===== config.mk =====
export PLATFORM = sky130hd
export DESIGN_NAME = pkt_div_search
export DESIGN_NICKNAME = d
export VERILOG_FILES = /design/src/rtl/pkt_div_pkg.sv /design/src/rtl/pkt_div_restoring.sv /design/src/rtl/pkt_div_datapath.sv /design/src/rtl/pkt_div_ctrl.sv /design/src/rtl/pkt_div_search.sv
export SDC_FILE = /design/constraint.sdc
export NUM_CORES = 1
export LEC_CHECK = 0
export BUFFER_PORTS_ARGS = -buffer_cell sky130_fd_sc_hd__buf_4
export CAP_MARGIN = 10
export CORE_ASPECT_RATIO = 1.1
export CORE_MARGIN = 10
export CORE_UTILIZATION = 40
export CTS_CLUSTER_SIZE = 16
export DETAILED_ROUTE_END_ITERATION = 6
export PLACE_DENSITY = 0.68
export SETUP_SLACK_MARGIN = 0.02
export SLEW_MARGIN = 20
export SYNTH_ARGS = -nofsm -noshare
export SYNTH_HDL_FRONTEND = slang
export SYNTH_SLANG_ARGS = --single-unit

===== constraint.sdc =====
create_clock -name clk -period 3 [get_ports clk]
set_input_delay 0.9 -clock clk [delete_from_list [all_inputs] [get_ports clk]]
set_output_delay 0.9 -clock clk [all_outputs]
set_load 0.03 [all_outputs]

===== src/rtl/pkt_div_pkg.sv =====
package pkt_div_pkg;

  typedef enum logic [1:0] {
    SYNC_ELEMENT = 2'd0,
    SYNC_FRAME   = 2'd1,
    SYNC_PACKET  = 2'd2
  } syncModeT;

  // Strobes from control to datapath
  typedef struct packed {
    logic capture;
    logic divLoad;
    logic divByCand;
    logic candInit;
    logic candInc;
    logic resElement;
    logic resFrame;
    logic resPacket;
    logic resError;
  } dpCmdT;

  // Status from datapath to control
  typedef struct packed {
    logic thrMode;
    logic maxZero;
    logic fitsWhole;
    logic divFin;
    logic remZero;
    logic candAtPeriod;
  } dpStatT;

endpackage


===== src/rtl/pkt_div_restoring.sv =====
module pkt_div_restoring #(
  parameter int W = 16
) (
  input  logic         clk,
  input  logic         rst_n,
  input  logic         load,
  input  logic [W-1:0] dividendIn,
  input  logic [W-1:0] divisorIn,
  output logic         fin,
  output logic [W-1:0] quotient,
  output logic [W-1:0] remainder
);
  localparam int CW = $clog2(W + 1);

  logic [W-1:0]  remQ, quoQ, divQ;
  logic [CW-1:0] cntQ;
  logic          activeQ, finQ;
  logic [W:0]    shifted, trial;
  logic          fits;

  always_comb begin
    shifted = {remQ, quoQ[W-1]};
    trial   = shifted - {1'b0, divQ};
    fits    = ~trial[W];
  end

  always_ff @(posedge clk or negedge rst_n) begin
    if (!rst_n) begin
      remQ    <= '0;
      quoQ    <= '0;
      divQ    <= '0;
      cntQ    <= '0;
      activeQ <= 1'b0;
      finQ    <= 1'b0;
    end else begin
      finQ <= 1'b0;
      if (load) begin
        remQ    <= '0;
        quoQ    <= dividendIn;
        divQ    <= divisorIn;
        cntQ    <= CW'(W);
        activeQ <= 1'b1;
      end else if (activeQ) begin
        remQ <= fits ? trial[W-1:0] : shifted[W-1:0];
        quoQ <= {quoQ[W-2:0], fits};
        cntQ <= cntQ - 1'b1;
        if (cntQ == CW'(1)) begin
          activeQ <= 1'b0;
          finQ    <= 1'b1;
        end
      end
    end
  end

  assign fin       = finQ;
  assign quotient  = quoQ;
  assign remainder = remQ;

  assert_divisor_nonzero_R6: assert property (@(posedge clk) disable iff (!rst_n)
    load |-> divisorIn != '0);

  assert_rem_bound_R10: assert property (@(posedge clk) disable iff (!rst_n)
    fin |-> remainder < divQ);

endmodule


===== src/rtl/pkt_div_datapath.sv =====
module pkt_div_datapath
  import pkt_div_pkg::*;
#(
  parameter int W = 16
) (
  input  logic         clk,
  input  logic         rst_n,
  input  dpCmdT        cmd,
  input  logic         busyIn,
  input  logic         doneIn,
  input  logic         threshModeIn,
  input  logic [W-1:0] periodIn,
  input  logic [W-1:0] maxIn,
  output dpStatT       stat,
  output logic         errorOut,
  output logic [1:0]   syncOut,
  output logic [W-1:0] pktOut,
  output logic [W-1:0] thrOut
);
  logic [W-1:0] periodQ, maxQ, candQ, pktQ, thrQ;
  logic         modeQ, errQ;
  syncModeT     syncQ;

  logic         divFin;
  logic [W-1:0] divQuot, divRem, divisorSel;

  assign divisorSel = cmd.divByCand ? candQ : maxQ;

  pkt_div_restoring #(.W(W)) uDiv (
    .clk        (clk),
    .rst_n      (rst_n),
    .load       (cmd.divLoad),
    .dividendIn (periodQ),
    .divisorIn  (divisorSel),
    .fin        (divFin),
    .quotient   (divQuot),
    .remainder  (divRem)
  );

  // sampled request
  always_ff @(posedge clk or negedge rst_n) begin
    if (!rst_n) begin
      periodQ <= '0;
      maxQ    <= '0;
      modeQ   <= 1'b0;
    end else if (cmd.capture) begin
      periodQ <= periodIn;
      maxQ    <= maxIn;
      modeQ   <= threshModeIn;
    end
  end

  // divisor candidate
  always_ff @(posedge clk or negedge rst_n) begin
    if (!rst_n) begin
      candQ <= '0;
    end else if (cmd.candInit) begin
      candQ <= divQuot + {{(W-1){1'b0}}, |divRem};
    end else if (cmd.candInc) begin
      candQ <= candQ + 1'b1;
    end
  end

  // result registers
  always_ff @(posedge clk or negedge rst_n) begin
    if (!rst_n) begin
      pktQ  <= '0;
      thrQ  <= '0;
      syncQ <= SYNC_ELEMENT;
      errQ  <= 1'b0;
    end else if (cmd.resElement) begin
      pktQ  <= '0;
      thrQ  <= W'(1);
      syncQ <= SYNC_ELEMENT;
      errQ  <= 1'b0;
    end else if (cmd.resFrame) begin
      pktQ  <= '0;
      thrQ  <= periodQ;
      syncQ <= SYNC_FRAME;
      errQ  <= 1'b0;
    end else if (cmd.resPacket) begin
      pktQ  <= divQuot;
      thrQ  <= divQuot;
      syncQ <= SYNC_PACKET;
      errQ  <= 1'b0;
    end else if (cmd.resError) begin
      pktQ  <= '0;
      thrQ  <= '0;
      syncQ <= SYNC_ELEMENT;
      errQ  <= 1'b1;
    end
  end

  always_comb begin
    stat.thrMode      = modeQ;
    stat.maxZero      = (maxQ == '0);
    stat.fitsWhole    = (periodQ <= maxQ);
    stat.divFin       = divFin;
    stat.remZero      = (divRem == '0);
    stat.candAtPeriod = (candQ >= periodQ);
  end

  assign errorOut = errQ;
  assign syncOut  = syncQ;
  assign pktOut   = pktQ;
  assign thrOut   = thrQ;

  assert_elem_result_R2: assert property (@(posedge clk) disable iff (!rst_n)
    (doneIn && !modeQ) |-> (syncQ == SYNC_ELEMENT && thrQ == W'(1) && !errQ));

  assert_frame_fits_R3: assert property (@(posedge clk) disable iff (!rst_n)
    (doneIn && syncQ == SYNC_FRAME) |-> (thrQ == periodQ && periodQ <= maxQ));

  assert_pkt_divides_R4: assert property (@(posedge clk) disable iff (!rst_n)
    (doneIn && syncQ == SYNC_PACKET) |->
      (pktQ != '0 && pktQ <= maxQ && (periodQ % pktQ) == '0 && pktQ > W'(1)));

  assert_zero_max_error_R6: assert property (@(posedge clk) disable iff (!rst_n)
    (doneIn && modeQ && maxQ == '0) |-> errQ);

  assert_busy_hold_R7: assert property (@(posedge clk) disable iff (!rst_n)
    busyIn |=> ($stable(periodQ) && $stable(maxQ) && $stable(modeQ)));

endmodule


===== src/rtl/pkt_div_ctrl.sv =====
module pkt_div_ctrl
  import pkt_div_pkg::*;
(
  input  logic   clk,
  input  logic   rst_n,
  input  logic   start,
  input  dpStatT stat,
  output dpCmdT  cmd,
  output logic   busy,
  output logic   done
);
  typedef enum logic [2:0] {
    ST_IDLE, ST_CHECK, ST_DIVQ, ST_TEST, ST_DIVR, ST_REPORT
  } stateT;

  stateT stateQ, stateD;
  logic  doneQ;

  always_comb begin
    cmd    = '0;
    stateD = stateQ;
    unique case (stateQ)
      ST_IDLE: begin
        if (start) begin
          cmd.capture = 1'b1;
          stateD      = ST_CHECK;
        end
      end
      ST_CHECK: begin
        if (!stat.thrMode) begin
          cmd.resElement = 1'b1;
          stateD         = ST_REPORT;
        end else if (stat.maxZero) begin
          cmd.resError = 1'b1;
          stateD       = ST_REPORT;
        end else if (stat.fitsWhole) begin
          cmd.resFrame = 1'b1;
          stateD       = ST_REPORT;
        end else begin
          cmd.divLoad = 1'b1;
          stateD      = ST_DIVQ;
        end
      end
      ST_DIVQ: begin
        if (stat.divFin) begin
          cmd.candInit = 1'b1;
          stateD       = ST_TEST;
        end
      end
      ST_TEST: begin
        if (stat.candAtPeriod) begin
          cmd.resError = 1'b1;
          stateD       = ST_REPORT;
        end else begin
          cmd.divLoad   = 1'b1;
          cmd.divByCand = 1'b1;
          stateD        = ST_DIVR;
        end
      end
      ST_DIVR: begin
        cmd.divByCand = 1'b1;
        if (stat.divFin) begin
          if (stat.remZero) begin
            cmd.resPacket = 1'b1;
            stateD        = ST_REPORT;
          end else begin
            cmd.candInc = 1'b1;
            stateD      = ST_TEST;
          end
        end
      end
      ST_REPORT: stateD = ST_IDLE;
      default:   stateD = ST_IDLE;
    endcase
  end

  always_ff @(posedge clk or negedge rst_n) begin
    if (!rst_n) begin
      stateQ <= ST_IDLE;
      doneQ  <= 1'b0;
    end else begin
      stateQ <= stateD;
      doneQ  <= (stateQ == ST_REPORT);
    end
  end

  assign busy = (stateQ != ST_IDLE);
  assign done = doneQ;

  assert_done_pulse_R8: assert property (@(posedge clk) disable iff (!rst_n)
    done |=> !done);

  assert_done_not_busy_R8: assert property (@(posedge clk) disable iff (!rst_n)
    done |-> !busy);

  assert_one_result_strobe_R9: assert property (@(posedge clk) disable iff (!rst_n)
    $onehot0({cmd.resElement, cmd.resFrame, cmd.resPacket, cmd.resError}));

endmodule


===== src/rtl/pkt_div_search.sv =====
module pkt_div_search
  import pkt_div_pkg::*;
#(
  parameter int W = 16
) (
  input  logic         clk,
  input  logic         rst_n,
  input  logic         start,
  input  logic         threshMode,
  input  logic [W-1:0] periodWords,
  input  logic [W-1:0] maxThresh,
  output logic         busy,
  output logic         done,
  output logic         error,
  output logic [1:0]   syncMode,
  output logic [W-1:0] packetSize,
  output logic [W-1:0] threshold
);
  dpCmdT  cmd;
  dpStatT stat;

  pkt_div_ctrl uCtrl (
    .clk   (clk),
    .rst_n (rst_n),
    .start (start),
    .stat  (stat),
    .cmd   (cmd),
    .busy  (busy),
    .done  (done)
  );

  pkt_div_datapath #(.W(W)) uDp (
    .clk          (clk),
    .rst_n        (rst_n),
    .cmd          (cmd),
    .busyIn       (busy),
    .doneIn       (done),
    .threshModeIn (threshMode),
    .periodIn     (periodWords),
    .maxIn        (maxThresh),
    .stat         (stat),
    .errorOut     (error),
    .syncOut      (syncMode),
    .pktOut       (packetSize),
    .thrOut       (threshold)
  );

endmodule


==> results.toml <==
[pwr]
p_sw_w = 0.00518
power_leakage_nw = 4.84
swShare_pct = 43.6
p_seq_share_pct = 29.3
clkPwrFrac_pct = 17.6
power_density_nw_per_um2 = 1200
vdd_drop_max_mv = 0.675
p_comb_share_pct = 53.1
intPower_w = 0.00671

[drt]
totalWireLength_mm = 23.2
vias = 7025
viasPerCell = 5.63
drtIter0Drc = 521
ant_nets = 0
avgRoutedWirePerCell_um = 18.6
firstDrtPassIters = 5
drcViolationCount = 0

[global_routing]
grt_max_degree = 53
grt_overflow = 0
grt_pass1_wl_mm = 37.0
gr-usage-all-layers_pct = 17.5
grt_pass1_vias = 6924
grt_antenna_before_repair = 0

[logic_synthesis]
synth_cell_types = 56
synthAdderAreaFrac_pct = 8.35
synth_top_area_cell = "dfrtp_1"
syn_nets = 983
synthTopCellsByCount = "dfrtp_1 (143), a21oi_1 (91), nand2_1 (87)"
synth_area_sq_um = 8180
ys_async_sr_fraction_pct = 100
syn_avg_cell_area_sq_um = 9.16
post-synth-top-count-cell = "dfrtp_1"
synth-xor-area-share_pct = 3.21
yosysWarningCount = 0
synth-simple-area-share_pct = 15.5
synth_edf_count = 0
synth_cells = 893
synth_area_leaders = "dfrtp_1 (44%), ha_1 (8.1%), a21oi_1 (5.6%)"
synth-compound-area-share_pct = 19.2
yosysSeqAreaShare_pct = 43.7
synth_flop_cell = "dfrtp_1"
synth_top_family_by_area = "compound AO/OA/AOI/OAI gates"
synthMuxAreaShare_pct = 4.45
synth_top_area_share_pct = 43.7
ys_ff_latch = 143

[worst_setup_path]
crit_chain = "inv_1 -> ha_1 -> and4_1 -> a221o_1 -> a31oi_1 -> o2111ai_1 -> a311oi_2 -> buf_4 -> nor3_1 -> a21oi_1 -> o21ai_1"
end_kind = "flip-flop"
crit_slowest_cell = "dfrtp_1"
ff2ff_setup_slack_ps = 160
r2r_start = "uDp.periodQ[9]"
path_delay_family = "compound AO/OA/AOI/OAI gates"
cp-start-kind = "flip-flop"
r2r_cells = 11
r2r-end = "uDp.uDiv.divQ[3]"
crit_buf_inv = 2
cp.arrival_ps = 3140
required_ps = 3300
crit_type = "reg -> reg"
cp_max_fo = 15
cpPeakStageDelay_ps = 470

[clock_tree]
cts_sinks = 143
clockBufferDepth = 2
holdBufCountCts = 0
h-tree-depth = 4
tritoncts = "built"
clk_pin_slew_worst_paths_ps = 60
cts_buffers = 17
cts_root_buffer = "clkbuf_16"
clk_latency_ps = 420

[place]
portBuffers = 72
hpwl_mm = 17.6
gp_congestion = 0.936
dp_slack_ps = -16.6

[min_path]
hold_class = "in -> async"

[cells_and_area]
fin_nets = 1073
nFillCells = 1910
area_growth_pct = 20.9
num_antenna_cells = 0
final_layout_size_suffix_gt1_share_pct = 16.9
utilization_pct = 49.5

[floorplanning]
start_util_pct = 40.9
placementRows = 54
core-area_sq_um = 20000
die_area_sq_um = 26600
die_w_um = 156
die_h_um = 170
io_pins = 73

[timing]
max-slew-margin-rel_pct = 60.0
max_freq_mhz = 352
min_period_ps = 2840
fin_crit_sh_pct = 94.7
drv_slew = 0
hold_violations = 0
worstMarginPinSlew_ps = 600
setup_viol = 0
skew_ps = 10.9
rsz0062_at_grt = "yes"
fin_ws_ps = 160
fin_hold_ws_ps = 413

[job]
maxCapViolations = 0

[outcome]
status = "complete, no violations"
[layer usage]
layer / routed length (um) / up-vias / part of all wire, % / GRT usage (%)
met4: 987 / 0 / 4.3 / 8.01
met1: 9940 / 3399 / 43 / 21.3
li1: - / 3363 / - / -
met5: 0 / - / 0 / 0
met2: 11300 / 206 / 49 / 29.5
met3: 916 / 57 / 3.9 / 2.98
[worst max-delay path by stage]
stage	from	end	slack [ps]	depth (start not counted)
global route	uDp.periodQ[9]	uDp.uDiv.divQ[3]	-70	11
CTS	uDp.uDiv.quotient[15]	uDp.uDiv.remainder[1]	80	12
floorplan	uDp.uDiv.quotient[15]	uDp.uDiv.remainder[1]	220	12
detailed placement	uDp.uDiv.quotient[15]	uDp.uDiv.remainder[1]	-20	12
global placement	uDp.uDiv.quotient[15]	uDp.uDiv.remainder[1]	110	12
finish	uDp.periodQ[9]	uDp.uDiv.divQ[3]	160	11
[worst register-to-register path, delay by kind of cell (launching register included)]
kind | cells | cell delay, ps
buffers and inverters | 2 | 360
adders and majority gates | 1 | 300
and+or+nand+nor | 2 | 320
AOI/OAI and AO/OA | 6 | 1280
DFF | 1 | 470
[power groups by stage]
stage / registers (W) / clock network (W) / logic, W
after floorplan: 0.00325 / 0 / 0.00435
after global placement: 0.00348 / 0 / 0.00586
after detailed placement: 0.00349 / 0 / 0.00599
after CTS: 0.00346 / 0.00212 / 0.00606
after global routing: 0.00357 / 0.00219 / 0.00704
final: 0.00349 / 0.00209 / 0.00631
[flip-flops by register name (all words and copies together), names as in the netlist]
name,cells
uDp.maxQ,16
uDp.modeQ,1
uDp.thrOut,16
uDp.uDiv.divQ,16
uDp.uDiv.quotient,16
uDp.syncOut,2
uDp.periodQ,16
uDp.errorOut,1
uCtrl.done,1
uDp.uDiv.cntQ,5
uDp.pktOut,16
uCtrl.stateQ,3
uDp.uDiv.activeQ,1
uDp.uDiv.fin,1
uDp.candQ,16
uDp.uDiv.remainder,16
[stage by stage]
step	power [W]	instance area (sq um)	TNS, ps	instances
after global routing	0.0128	9890	-184	1248
final	0.0119	9890	0	1248
after global placement	0.00934	9240	0	1212
after floorplan	0.00759	8180	0	893
after CTS	0.0116	9830	0	1246
after detailed placement	0.00948	9240	-29.9	1212
[cell usage in the layout (no fill, tap or decap), drive strengths merged, types with 3 or more instances in the layout]
| master | count |
|---|---|
| mux2 | 3 |
| o21ai | 83 |
| xnor2 | 20 |
| a21oi | 91 |
| a211oi | 5 |
| o31ai | 3 |
| o21a | 3 |
| o22ai | 9 |
| and4 | 5 |
| buf | 116 |
| nand2 | 87 |
| mux2i | 33 |
| nor2b | 6 |
| nand2b | 4 |
| dfrtp | 143 |
| o2111ai | 3 |
| and2 | 16 |
| or2 | 4 |
| nand4 | 13 |
| clkbuf | 21 |
| nor3b | 3 |
| a31oi | 7 |
| and3 | 15 |
| a311oi | 3 |
| nor2 | 44 |
| clkinv | 4 |
| inv | 72 |
| nand3 | 19 |
| a221o | 17 |
| nor3 | 26 |
| ha | 53 |
| nor4 | 10 |
| a21o | 23 |
| a22o | 3 |
| xor2 | 10 |
[cell families after synthesis]
| family | count (synthesis) |
|---|---|
| AND/OR/NAND/NOR | 258 |
| multiplexers | 36 |
| adder cells (fa/ha/maj) | 54 |
| buffers and inverters | 112 |
| flip-flops | 143 |
| XOR/XNOR | 30 |
| AO/OA/AOI/OAI | 260 |
[layout make-up]
type	count	area [sq um]	share of cell area [%]
clock buffers	20	457	4.62
inverters	66	248	2.50
repair buffers	117	962	9.72
clock inverters	12	124	1.25
well taps	252	315	3.19
multi-input cells	638	4210	42.5
flip-flops and latches	143	3580	36.2
[repair_timing]
item	CTS	global route
gates cloned	0	1
hold endpoints to repair	0	0
pin swaps	1	3
gates resized for setup	0	6
endpoints found under the setup margin	2	45
buffers inserted	2	1
Power figures use the tool's default switching activity.
